[src/rtl/lapd_tx_pkg.sv]
package lapd_tx_pkg;
  localparam int REG_W      = 8;
  localparam int STAT_BIT   = 0;
  localparam int IEN_BIT    = 1;
  localparam int BUSY_BIT   = 2;
  localparam int FLAGEN_BIT = 3;

  // Selects one bit of the idle octet, LSB first.
  function automatic logic pick_bit(input logic [7:0] octet, input logic [2:0] idx);
    return octet[idx];
  endfunction

  // Next bit index with wraparound over an octet.
  function automatic logic [2:0] next_idx(input logic [2:0] idx);
    return idx + 3'd1;
  endfunction
endpackage

[src/rtl/lapd_busy_tracker.sv]
module lapd_busy_tracker (
  input  logic clk,
  input  logic rst_n,
  input  logic start_i,
  input  logic end_i,
  output logic busy_o,
  output logic done_o
);
  logic busy_q;

  always_ff @(posedge clk or negedge rst_n) begin
    if (!rst_n)       busy_q <= 1'b0;
    else if (start_i) busy_q <= 1'b1;
    else if (end_i)   busy_q <= 1'b0;
  end

  assign busy_o = busy_q;
  assign done_o = end_i & busy_q;

  AST_BUSY_SET: assert property (@(posedge clk) disable iff (!rst_n)
    start_i |=> busy_o);
  AST_BUSY_CLR: assert property (@(posedge clk) disable iff (!rst_n)
    (end_i && !start_i) |=> !busy_o);
endmodule

[src/rtl/lapd_irq_status.sv]
module lapd_irq_status (
  input  logic clk,
  input  logic rst_n,
  input  logic done_i,
  input  logic rd_i,
  input  logic wr_i,
  input  logic ien_wdata_i,
  output logic status_o,
  output logic ien_o,
  output logic irq_o
);
  logic status_q, ien_q;

  always_ff @(posedge clk or negedge rst_n) begin
    if (!rst_n) begin
      status_q <= 1'b0;
      ien_q    <= 1'b0;
    end else begin
      status_q <= done_i | (status_q & ~rd_i);
      if (wr_i) ien_q <= ien_wdata_i;
    end
  end

  assign status_o = status_q;
  assign ien_o    = ien_q;
  assign irq_o    = status_q & ien_q;

  AST_STATUS_HOLD: assert property (@(posedge clk) disable iff (!rst_n)
    (status_o && !rd_i) |=> status_o);
  AST_STATUS_CLR: assert property (@(posedge clk) disable iff (!rst_n)
    (rd_i && !done_i) |=> !status_o);
  AST_EVENT_KEPT: assert property (@(posedge clk) disable iff (!rst_n)
    done_i |=> status_o);
endmodule

[src/rtl/lapd_idle_flag_gen.sv]
module lapd_idle_flag_gen #(
  parameter logic [7:0] IDLE_OCTET = 8'h7E
) (
  input  logic clk,
  input  logic rst_n,
  input  logic busy_i,
  input  logic tick_i,
  input  logic wr_i,
  input  logic fen_wdata_i,
  output logic flag_en_o,
  output logic idle_bit_o
);
  import lapd_tx_pkg::*;

  logic [2:0] idx_q;
  logic       fen_q;

  always_ff @(posedge clk or negedge rst_n) begin
    if (!rst_n) begin
      idx_q <= '0;
      fen_q <= 1'b1;
    end else begin
      if (wr_i) fen_q <= fen_wdata_i;
      if (busy_i)      idx_q <= '0;
      else if (tick_i) idx_q <= next_idx(idx_q);
    end
  end

  assign flag_en_o  = fen_q;
  assign idle_bit_o = fen_q ? pick_bit(IDLE_OCTET, idx_q) : 1'b1;

  AST_IDX_RESTART: assert property (@(posedge clk) disable iff (!rst_n)
    busy_i |=> (idx_q == 3'd0));
  AST_IDX_STEP: assert property (@(posedge clk) disable iff (!rst_n)
    (!busy_i && tick_i) |=> (idx_q == $past(idx_q) + 3'd1));
endmodule

[src/rtl/lapd_tx_status.sv]
module lapd_tx_status #(
  parameter logic [7:0] IDLE_OCTET = 8'h7E
) (
  input  logic       clk,
  input  logic       rst_n,
  input  logic       msg_start_i,
  input  logic       msg_end_i,
  input  logic       reg_wr_i,
  input  logic       reg_rd_i,
  input  logic [7:0] reg_wdata_i,
  output logic [7:0] reg_rdata_o,
  output logic       irq_o,
  input  logic       bit_tick_i,
  output logic       idle_bit_o
);
  import lapd_tx_pkg::*;

  logic busy_w, done_w, status_w, ien_w, fen_w;

  lapd_busy_tracker u_busy (
    .clk(clk), .rst_n(rst_n), .start_i(msg_start_i), .end_i(msg_end_i),
    .busy_o(busy_w), .done_o(done_w)
  );

  lapd_irq_status u_irq (
    .clk(clk), .rst_n(rst_n), .done_i(done_w), .rd_i(reg_rd_i),
    .wr_i(reg_wr_i), .ien_wdata_i(reg_wdata_i[IEN_BIT]),
    .status_o(status_w), .ien_o(ien_w), .irq_o(irq_o)
  );

  lapd_idle_flag_gen #(.IDLE_OCTET(IDLE_OCTET)) u_idle (
    .clk(clk), .rst_n(rst_n), .busy_i(busy_w), .tick_i(bit_tick_i),
    .wr_i(reg_wr_i), .fen_wdata_i(reg_wdata_i[FLAGEN_BIT]),
    .flag_en_o(fen_w), .idle_bit_o(idle_bit_o)
  );

  always_comb begin
    reg_rdata_o             = '0;
    reg_rdata_o[STAT_BIT]   = status_w;
    reg_rdata_o[IEN_BIT]    = ien_w;
    reg_rdata_o[BUSY_BIT]   = busy_w;
    reg_rdata_o[FLAGEN_BIT] = fen_w;
  end

  AST_IRQ_GATED: assert property (@(posedge clk) disable iff (!rst_n)
    !reg_rdata_o[IEN_BIT] |-> !irq_o);
  AST_IDLE_ONES: assert property (@(posedge clk) disable iff (!rst_n)
    !reg_rdata_o[FLAGEN_BIT] |-> idle_bit_o);
endmodule

[config.mk]
export PLATFORM = sky130hd
export DESIGN_NAME = lapd_tx_status
export DESIGN_NICKNAME = d
export VERILOG_FILES = /design/src/rtl/lapd_tx_pkg.sv /design/src/rtl/lapd_busy_tracker.sv /design/src/rtl/lapd_irq_status.sv /design/src/rtl/lapd_idle_flag_gen.sv /design/src/rtl/lapd_tx_status.sv
export SDC_FILE = /design/constraint.sdc
export NUM_CORES = 1
export LEC_CHECK = 0
export ABC_AREA = 1
export CAP_MARGIN = 15
export CORE_AREA = 2 2 39 41
export CTS_CLUSTER_SIZE = 14
export DETAILED_ROUTE_END_ITERATION = 8
export DIE_AREA = 0 0 41 43
export MAX_ROUTING_LAYER = met4
export PLACE_DENSITY = 0.69
export SETUP_SLACK_MARGIN = 0.3
export SLEW_MARGIN = 20
export SYNTH_ARGS = -nofsm -noshare
export SYNTH_HDL_FRONTEND = slang
export SYNTH_SLANG_ARGS = --single-unit
export TNS_END_PERCENT = 50
[constraint.sdc]
create_clock -name clk -period 1.1 [get_ports clk]
set_input_delay 0.165 -clock clk [delete_from_list [all_inputs] [get_ports clk]]
set_output_delay 0.165 -clock clk [all_outputs]
set_load 0.03 [all_outputs]
== Yosys cells after proc, flatten, opt, wreduce, memory -nomap -nowiden ==
Memory sizes are Yosys's and may differ from the RTL's.
Index checks and enable logic that the tools add are counted.
Widths: inputs -> output; s select.
Storage, ports and cells
  input bits: 15
  ROM bits: 8
  flip-flop bits (word level): 7
  output and inout bits: 10
  logic and storage cells: 21
  memories kept: 1
Memory list
  (name not given): words 8, width 1, read ports 1, clocked after memory_dff 0, wr ports 0, RTL line lapd_tx_pkg.sv:10  | return octet[idx];
Cells by class
  order comparisons: 1
  add/subtract/negate cells: 1
  muxes and demuxes: 6
  bitwise logic cells: 5
  reduce and logical (&&, ||, !) cells: 2
Operators with widths (number)
  $mux 3: 2
  $lt 3x4->1 const B: 1
  $mux 1: 4
  $reduce_bool 2->1: 2
  $add 3x1->3 const B: 1
  $and 1x1->1: 3
  $not 1->1: 1
  $or 1x1->1: 1

== Longest topological paths before layout ==
Gate-level depths: netlist (run 1).
  word-level depth: 3
  mapped depth: 5
  mapped depth without buffers: 5

== Modules after synthesis ==
From an unflattened synthesis (run 1), not the netlist that was laid out.
Second synthesis, totals
  cell total of the unflattened synthesis: 56
  area, all modules: 426.7 um^2
By module, submodules not included
  lapd_idle_flag_gen: instances 1, area an instance 227.7 um^2, seq. area each 101.3 um^2, cells an instance 28
  lapd_irq_status: instances 1, area an instance 87.6 um^2, seq. area each 50.0 um^2, cells an instance 12
  lapd_tx_status: instances 1, area an instance 63.8 um^2, seq. area each 0.0 um^2, cells an instance 9
  lapd_busy_tracker: instances 1, area an instance 47.5 um^2, seq. area each 25.0 um^2, cells an instance 7

== Least setup slack after synthesis (run 1) ==
OpenSTA, ideal clock, no wires.
  kind: register to output
  start: register u_idle.idx_q[0]
  end: output port idle_bit_o
  cell stages (with the launch flop): 6
  setup slack: -0.010 ns
  arrival time: 0.945 ns
  required time: 0.935 ns
  path buffers: 0
  cell sequence: dfrtp_1 inv_1 ha_1 inv_1 o21ai_0 nand2_1
On the way
  longest elaborated chain between the ends: 3
Ends and longest elaborated chain
  from (decl): RTL line lapd_idle_flag_gen.sv:15  | logic [2:0] idx_q;
  from (signal assigned): RTL line lapd_idle_flag_gen.sv:25  | else if (tick_i) idx_q <= next_idx(idx_q);
  $mem_v2 8x1
  $mux 1 (not written as such): RTL line lapd_tx_pkg.sv:10
  $mux 1: RTL line lapd_idle_flag_gen.sv:30  | assign idle_bit_o = fen_q ? pick_bit(IDLE_OCTET, idx_q) : 1'b1;
  to (decl): RTL line lapd_tx_status.sv:14  | output logic idle_bit_o
Every way passes these cells. The select of a mux whose other input is x is not followed.

== Worst setup path in the final report (run 1) ==
  start: register u_idle.idx_q[1]
  end: output port idle_bit_o
Same word-level chain as after synthesis.

==> impl_metrics.tcl, run 1 <==
set metrics [dict create \
    timing.fmax_mhz 736.8 \
    drtIter0Drc 3 \
    grt_pass1_vias 335 \
    antenna_found_initial 0 \
    vias 315 \
    dieHeight_um 43 \
    numCtsBuffers 3 \
    start_kind "flip-flop" \
    slew_violations 0 \
    drc 0 \
    grt.met2_usage_pct 16.25 \
    use_met1_pct 10.46 \
    ys_types 13 \
    htreeDepth 1 \
    gp_congestion 0.7474 \
    p_sw_share_pct 32.20 \
    cts.sinks 7 \
    design_area_um2 589.3 \
    via_per_inst 3.987 \
    io_buffers 14 \
    drv_cap 0 \
    drt-total-wl_um 722 \
    power_density_mw_per_mm2 1273 \
    holdBufCountCts 0 \
    dpl_cell_area_um2 520.5 \
    status "complete, but fails checks" \
    cp_data_arrival_time_ns 1.19 \
    final_util_pct 42.59 \
    track_usage_pct 11.17 \
    dr.pass1.iters 2 \
    critPathCaptureType "primary output" \
    io_pins 25 \
    postSynthAreaPerCell_um2 8.237 \
    vdd_ir_drop_max_v 0.0005532 \
    clock_path_buffers 2 \
    pre_cts_ws_ns -0.03021 \
    syn_to_final_growth_pct 49.05 \
    finalSetupTns_ns -0.2608 \
    clkPwrFrac_pct 32.5 \
    rows 14 \
    ys_seq_elements 7 \
    final_layout_size_suffix_gt1_share_pct 36.51 \
    seq_area_um2 176.4 \
    finalSetupViolCount 2 \
    yosysWarnings 0 \
    post-route-period-util_pct 123.4 \
    grtUsageMet3_pct 6.283 \
    grt_start_max_net_pins 8 \
    violations "negative setup slack" \
    crit_required_ns 0.94 \
    gr-total-overflow 0 \
    cts_tree "yes" \
    die-area_mm2 0.001763 \
    synth_cells 48 \
    clock-root-buffer "clkbuf_4" \
    n_fill_cell 142 \
    clk_pin_slew_ns 0.06 \
    netlist_area_um2 395.4 \
    core-area_mm2 0.001384 \
    p_seq_share_pct 39.4 \
    crit_type "reg2out" \
    crit_fanout 3 \
    min_period_ns 1.357 \
    final.setup.worst_slack_ns -0.2572 \
    final_nets 81 \
    p_sw_mw 0.2417 \
    yosysSeqAreaShare_pct 44.62 \
    grt_pass1_wl_um 1207 \
    hpwl_um 534.4 \
    multi_input_area_um2 168.9 \
    grt_setup_unrepaired "true" \
    start_util_pct 28.57 \
    busiest_layer "met2" \
    p_leak_nw 0.2897 \
    n_antenna_cell 0 \
    wl_per_cell_um 9.139 \
    worst-r2r-cell-count 4 \
    hp-class "in2async" \
    clock_latency_ns 0.26 \
    hold_viol 0 \
    internal-power_mw 0.5088 \
    chipWidth_um 41 \
    finalClockSkew_ns 0.003802 \
    ant_nets 0 \
    pwr-share-comb_pct 28.1 \
]
-- synthesized netlist by cell type, drive strengths merged --
library cell / instances / area [um^2]
inv: 9 / 33.78
nand2: 9 / 33.78
buf: 8 / 60.06
dfrtp: 6 / 150.1
o21ai: 5 / 25.02
nor2: 3 / 11.26
a21oi: 2 / 13.76
ha: 2 / 25.02
conb: 1 / 3.750
dfstp: 1 / 26.28
nand3: 1 / 5.000
o21bai: 1 / 7.510
-- cells by family after synthesis --
group           after synthesis  share of synthesized area (%)
compound gates                8                          11.71
other cells                   1                         0.9485
flops                         7                          44.62
fa+ha+maj                     2                          6.328
simple gates                 13                          12.66
buf+inv                      17                          23.73
-- power by group through the flow --
stage	clock, mW	sequential, mW	combinational (mW)
2_1_floorplan	0	0.294	0.137
3_3_place_gp	0	0.296	0.183
3_5_place_dp	0	0.297	0.184
4_1_cts	0.255	0.296	0.202
6_report	0.244	0.295	0.211
5_1_grt	0.267	0.298	0.233
-- state kept, by name (all words and copies together), names as in the netlist --
register and flops:
u_irq.ien_o 1, u_irq.status_o 1, u_busy.busy_o 1, u_idle.flag_en_o 1, u_idle.idx_q 3
-- final timing paths --
kind | from | endpoint | slack, ns
max in group asynchronous | rst_n | u_idle.flag_en_o | 0.65
hold / removal | rst_n | u_irq.status_o | 0.16
setup / recovery | u_idle.idx_q[1] | idle_bit_o | -0.26
min in group clk | reg_wdata_i[3] | u_idle.flag_en_o | 0.43
hold reg to reg | u_idle.flag_en_o | u_idle.flag_en_o | 0.49
setup reg to reg | u_idle.idx_q[1] | u_idle.idx_q[1] | 0.19
-- routing by layer --
| metal | wire length (um) | up-vias |
|---|---|---|
| met2 | 392 | 12 |
| met5 | 0 | - |
| li1 | - | 163 |
| met1 | 247 | 138 |
| met4 | 12 | 0 |
| met3 | 69 | 2 |
-- area by class of cell --
cell class	instances	area share, %
Clock buffer	3	3.822
Multi-Input combinational cell	27	28.66
Timing Repair Buffer	16	27.60
Clock inverter	1	0.8493
Inverter	9	5.732
Sequential cell	7	29.94
Tap cell	16	3.397
-- critical path, cell delays in order, from the launching register on --
cell and delay (ns):
dfrtp_1 0.41, inv_2 0.08, ha_4 0.12, inv_2 0.03, o21ai_2 0.11, nand2_2 0.06
buf_6 0.13
-- placed cells by master (no fill, tap or decap) --
| master | synthesis | layout |
|---|---|---|
| o21bai_1 | 1 | 1 |
| conb_1 | 1 | 4 |
| nand3_1 | 1 | 1 |
| nand2_1 | 9 | 8 |
| ha_4 | 0 | 1 |
| ha_2 | 0 | 1 |
| dfstp_2 | 1 | 1 |
| nor2_1 | 3 | 2 |
| a21oi_1 | 1 | 1 |
| o21ai_0 | 5 | 3 |
| buf_4 | 8 | 2 |
| clkbuf_4 | 0 | 3 |
| nor2_4 | 0 | 1 |
| dfrtp_1 | 6 | 6 |
| clkdlybuf4s50_1 | 0 | 8 |
| a21oi_2 | 1 | 1 |
| clkinv_2 | 0 | 1 |
| buf_6 | 0 | 6 |
| o21ai_2 | 0 | 2 |
| inv_1 | 9 | 6 |
| nand2_2 | 0 | 1 |
| inv_2 | 0 | 3 |
-- what timing repair did --
action                                  in CTS  in global routing
gates resized for setup                      8                  2
cloned                                       0                  0
buffers inserted                             0                  1
hold endpoints to repair                     0                  0
pin swaps                                    5                  4
endpoints found under the setup margin       9                 10
-- through the flow --
stage                     power [mW]  hold slack (ns)  std cells
after CTS                     0.7537           0.1607         78
final                         0.7505           0.1576         79
after detailed placement      0.4816           0.4464         74
after global placement        0.4792           0.4412         74
after floorplan               0.4313          -0.1306         51
after global routing          0.7981           0.1648         79
Power figures use the tool's default switching activity.
==> inputs of run 2 (changes only) <==
Settings changed: PLACE_DENSITY 0.69 to 0.71.
==> run 2 against run 1 <==
Against the previous run: the run still ends with negative setup slack left; power is 0.53% higher; critical path type unchanged; die area unchanged; sequential power about the same; clock skew is essentially flat; clock power down 2%; global-route usage down 0.29 points; largest cell class unchanged; design area increased by 3.0%; register-to-register slack about the same; via count grew 0.95%; combinational power rose by 5%; routed wire length shrank 2.4%.
==> impl_metrics.tcl, run 2 (synthesis gave the netlist of run 1 again) <==
set metrics [dict create \
    violations "negative setup slack" \
    largest_reg_flops 3 \
    top_register "u_idle.idx_q" \
    final_common_cell "clkdlybuf4s50_1" \
    start_kind "flip-flop" \
    drtIter0Drc 1 \
    hold_viol 0 \
    track_usage_pct 10.88 \
    timing.fmax_mhz 736.9 \
    dieHeight_um 43 \
    grt_setup_unrepaired "true" \
    crit_required_ns 0.94 \
    syn_to_final_growth_pct 53.48 \
    slew_violations 0 \
    p_leak_nw 0.2978 \
    htreeDepth 1 \
    crit_fanout 3 \
    grt_pass1_vias 323 \
    status "complete, but fails checks" \
    numCtsBuffers 3 \
    post-route-period-util_pct 123.4 \
    finalClockSkew_ns 0.003602 \
    stdcell_count 80 \
    clock-root-buffer "clkbuf_4" \
    dr.pass1.iters 2 \
    final_layout_size_suffix_gt1_share_pct 40.63 \
    die-area_mm2 0.001763 \
    vias 318 \
    n_antenna_cell 0 \
    min_period_ns 1.357 \
    core-area_mm2 0.001384 \
    gr-total-overflow 0 \
    grt_pass1_wl_um 1186 \
    cts.sinks 7 \
    grt_start_max_net_pins 8 \
    dpl_cell_area_um2 520.5 \
    via_per_inst 3.975 \
    clock_path_buffers 2 \
    wl_per_cell_um 8.813 \
    vdd_ir_drop_max_v 0.0004812 \
    finalSetupViolCount 2 \
    ant_nets 0 \
    rows 14 \
    chipWidth_um 41 \
    crit_type "reg2out" \
    cp_data_arrival_time_ns 1.19 \
    gp_congestion 0.7130 \
    hpwl_um 524.7 \
    antenna_found_initial 0 \
    drt-total-wl_um 705 \
    design_area_um2 606.8 \
    io_buffers 14 \
    final_nets 82 \
    critPathCaptureType "primary output" \
    start_util_pct 28.57 \
    dp_cells 74 \
    cts_tree "yes" \
    io_pins 25 \
    clock_latency_ns 0.26 \
    pre_cts_ws_ns -0.03541 \
    power_density_mw_per_mm2 1243 \
    drv_cap 0 \
    drc 0 \
    hp-class "in2async" \
    clk_pin_slew_ns 0.06 \
    final_cell_mix "clkdlybuf4s50_1, nand2_1, buf_6, inv_1, dfrtp_1" \
    final.setup.worst_slack_ns -0.2570 \
]
==> run 2: cell type report <==
class | instances | area (um^2)
fillers | 156 | 777.0
flip-flops and latches | 7 | 176.4
multi-input cells | 27 | 175.2
repair buffers | 17 | 173.9
inverters | 9 | 33.78
clock buffers | 3 | 22.52
well taps | 16 | 20.02
clock inverters | 1 | 5.005
==> run 2: timing repair <==
action / 4_1_cts / 5_1_grt
hold endpoints to repair: 0 / 0
hold buffers: 0 / 0
gates resized for setup: 9 / 4
setup buffers: 1 / 1
endpoints found under the setup margin: 9 / 10
pin swaps: 10 / 7
==> run 2: metrics by stage <==
stage                     total power [mW]   TNS, ns  utilization, %  hold WS [ns]
after floorplan                     0.4313         0               -       -0.1306
after global placement              0.4790  -0.01858           37.61        0.4416
after detailed placement            0.4823  -0.03541           37.61        0.4544
after CTS                           0.7556   -0.2875           42.22        0.1692
after global routing                0.8047   -0.3928           43.85        0.1817
final                               0.7545   -0.2571           43.85        0.1672
==> run 2: worst paths after layout <==
kind / start / endpoint / slack, ns / cells past startpoint
min in group clk: reg_wdata_i[3] / u_idle.flag_en_o / 0.43 / 3
min: rst_n / u_idle.idx_q[2] / 0.17 / 1
min reg2reg: u_idle.flag_en_o / u_idle.flag_en_o / 0.49 / 2
max reg2reg: u_idle.idx_q[0] / u_idle.idx_q[1] / 0.19 / 4
max in group asynchronous: rst_n / u_idle.flag_en_o / 0.64 / 1
max: u_idle.idx_q[0] / idle_bit_o / -0.26 / 6
==> run 2: routing by layer <==
layer  part of all wire, %  vias up  track usage [%]  routed length, um
met5                     0        -                -                  0
li1                      -      163                -                  -
met3                   7.0        2            4.712                 49
met2                    48       12            14.69                341
met1                    42      141            11.18                299
met4                   2.0        0            10.00                 14
==> run 2: report_power, final <==
group | switching (mW) | leakage, nW | total (mW) | internal [mW]
logic | 0.117 | 0.194 | 0.221 | 0.104
registers | 0.0162 | 0.0857 | 0.294 | 0.278
clock network | 0.105 | 0.0177 | 0.239 | 0.133
total | 0.239 | 0.298 | 0.754 | 0.516
==> run 2: worst max-delay path, cell delays in order, from the launching register on <==
cell     delay (ns)
dfrtp_1        0.40
inv_2          0.08
ha_4           0.12
inv_2          0.03
o21ai_2        0.11
nand2_2        0.06
buf_6          0.13
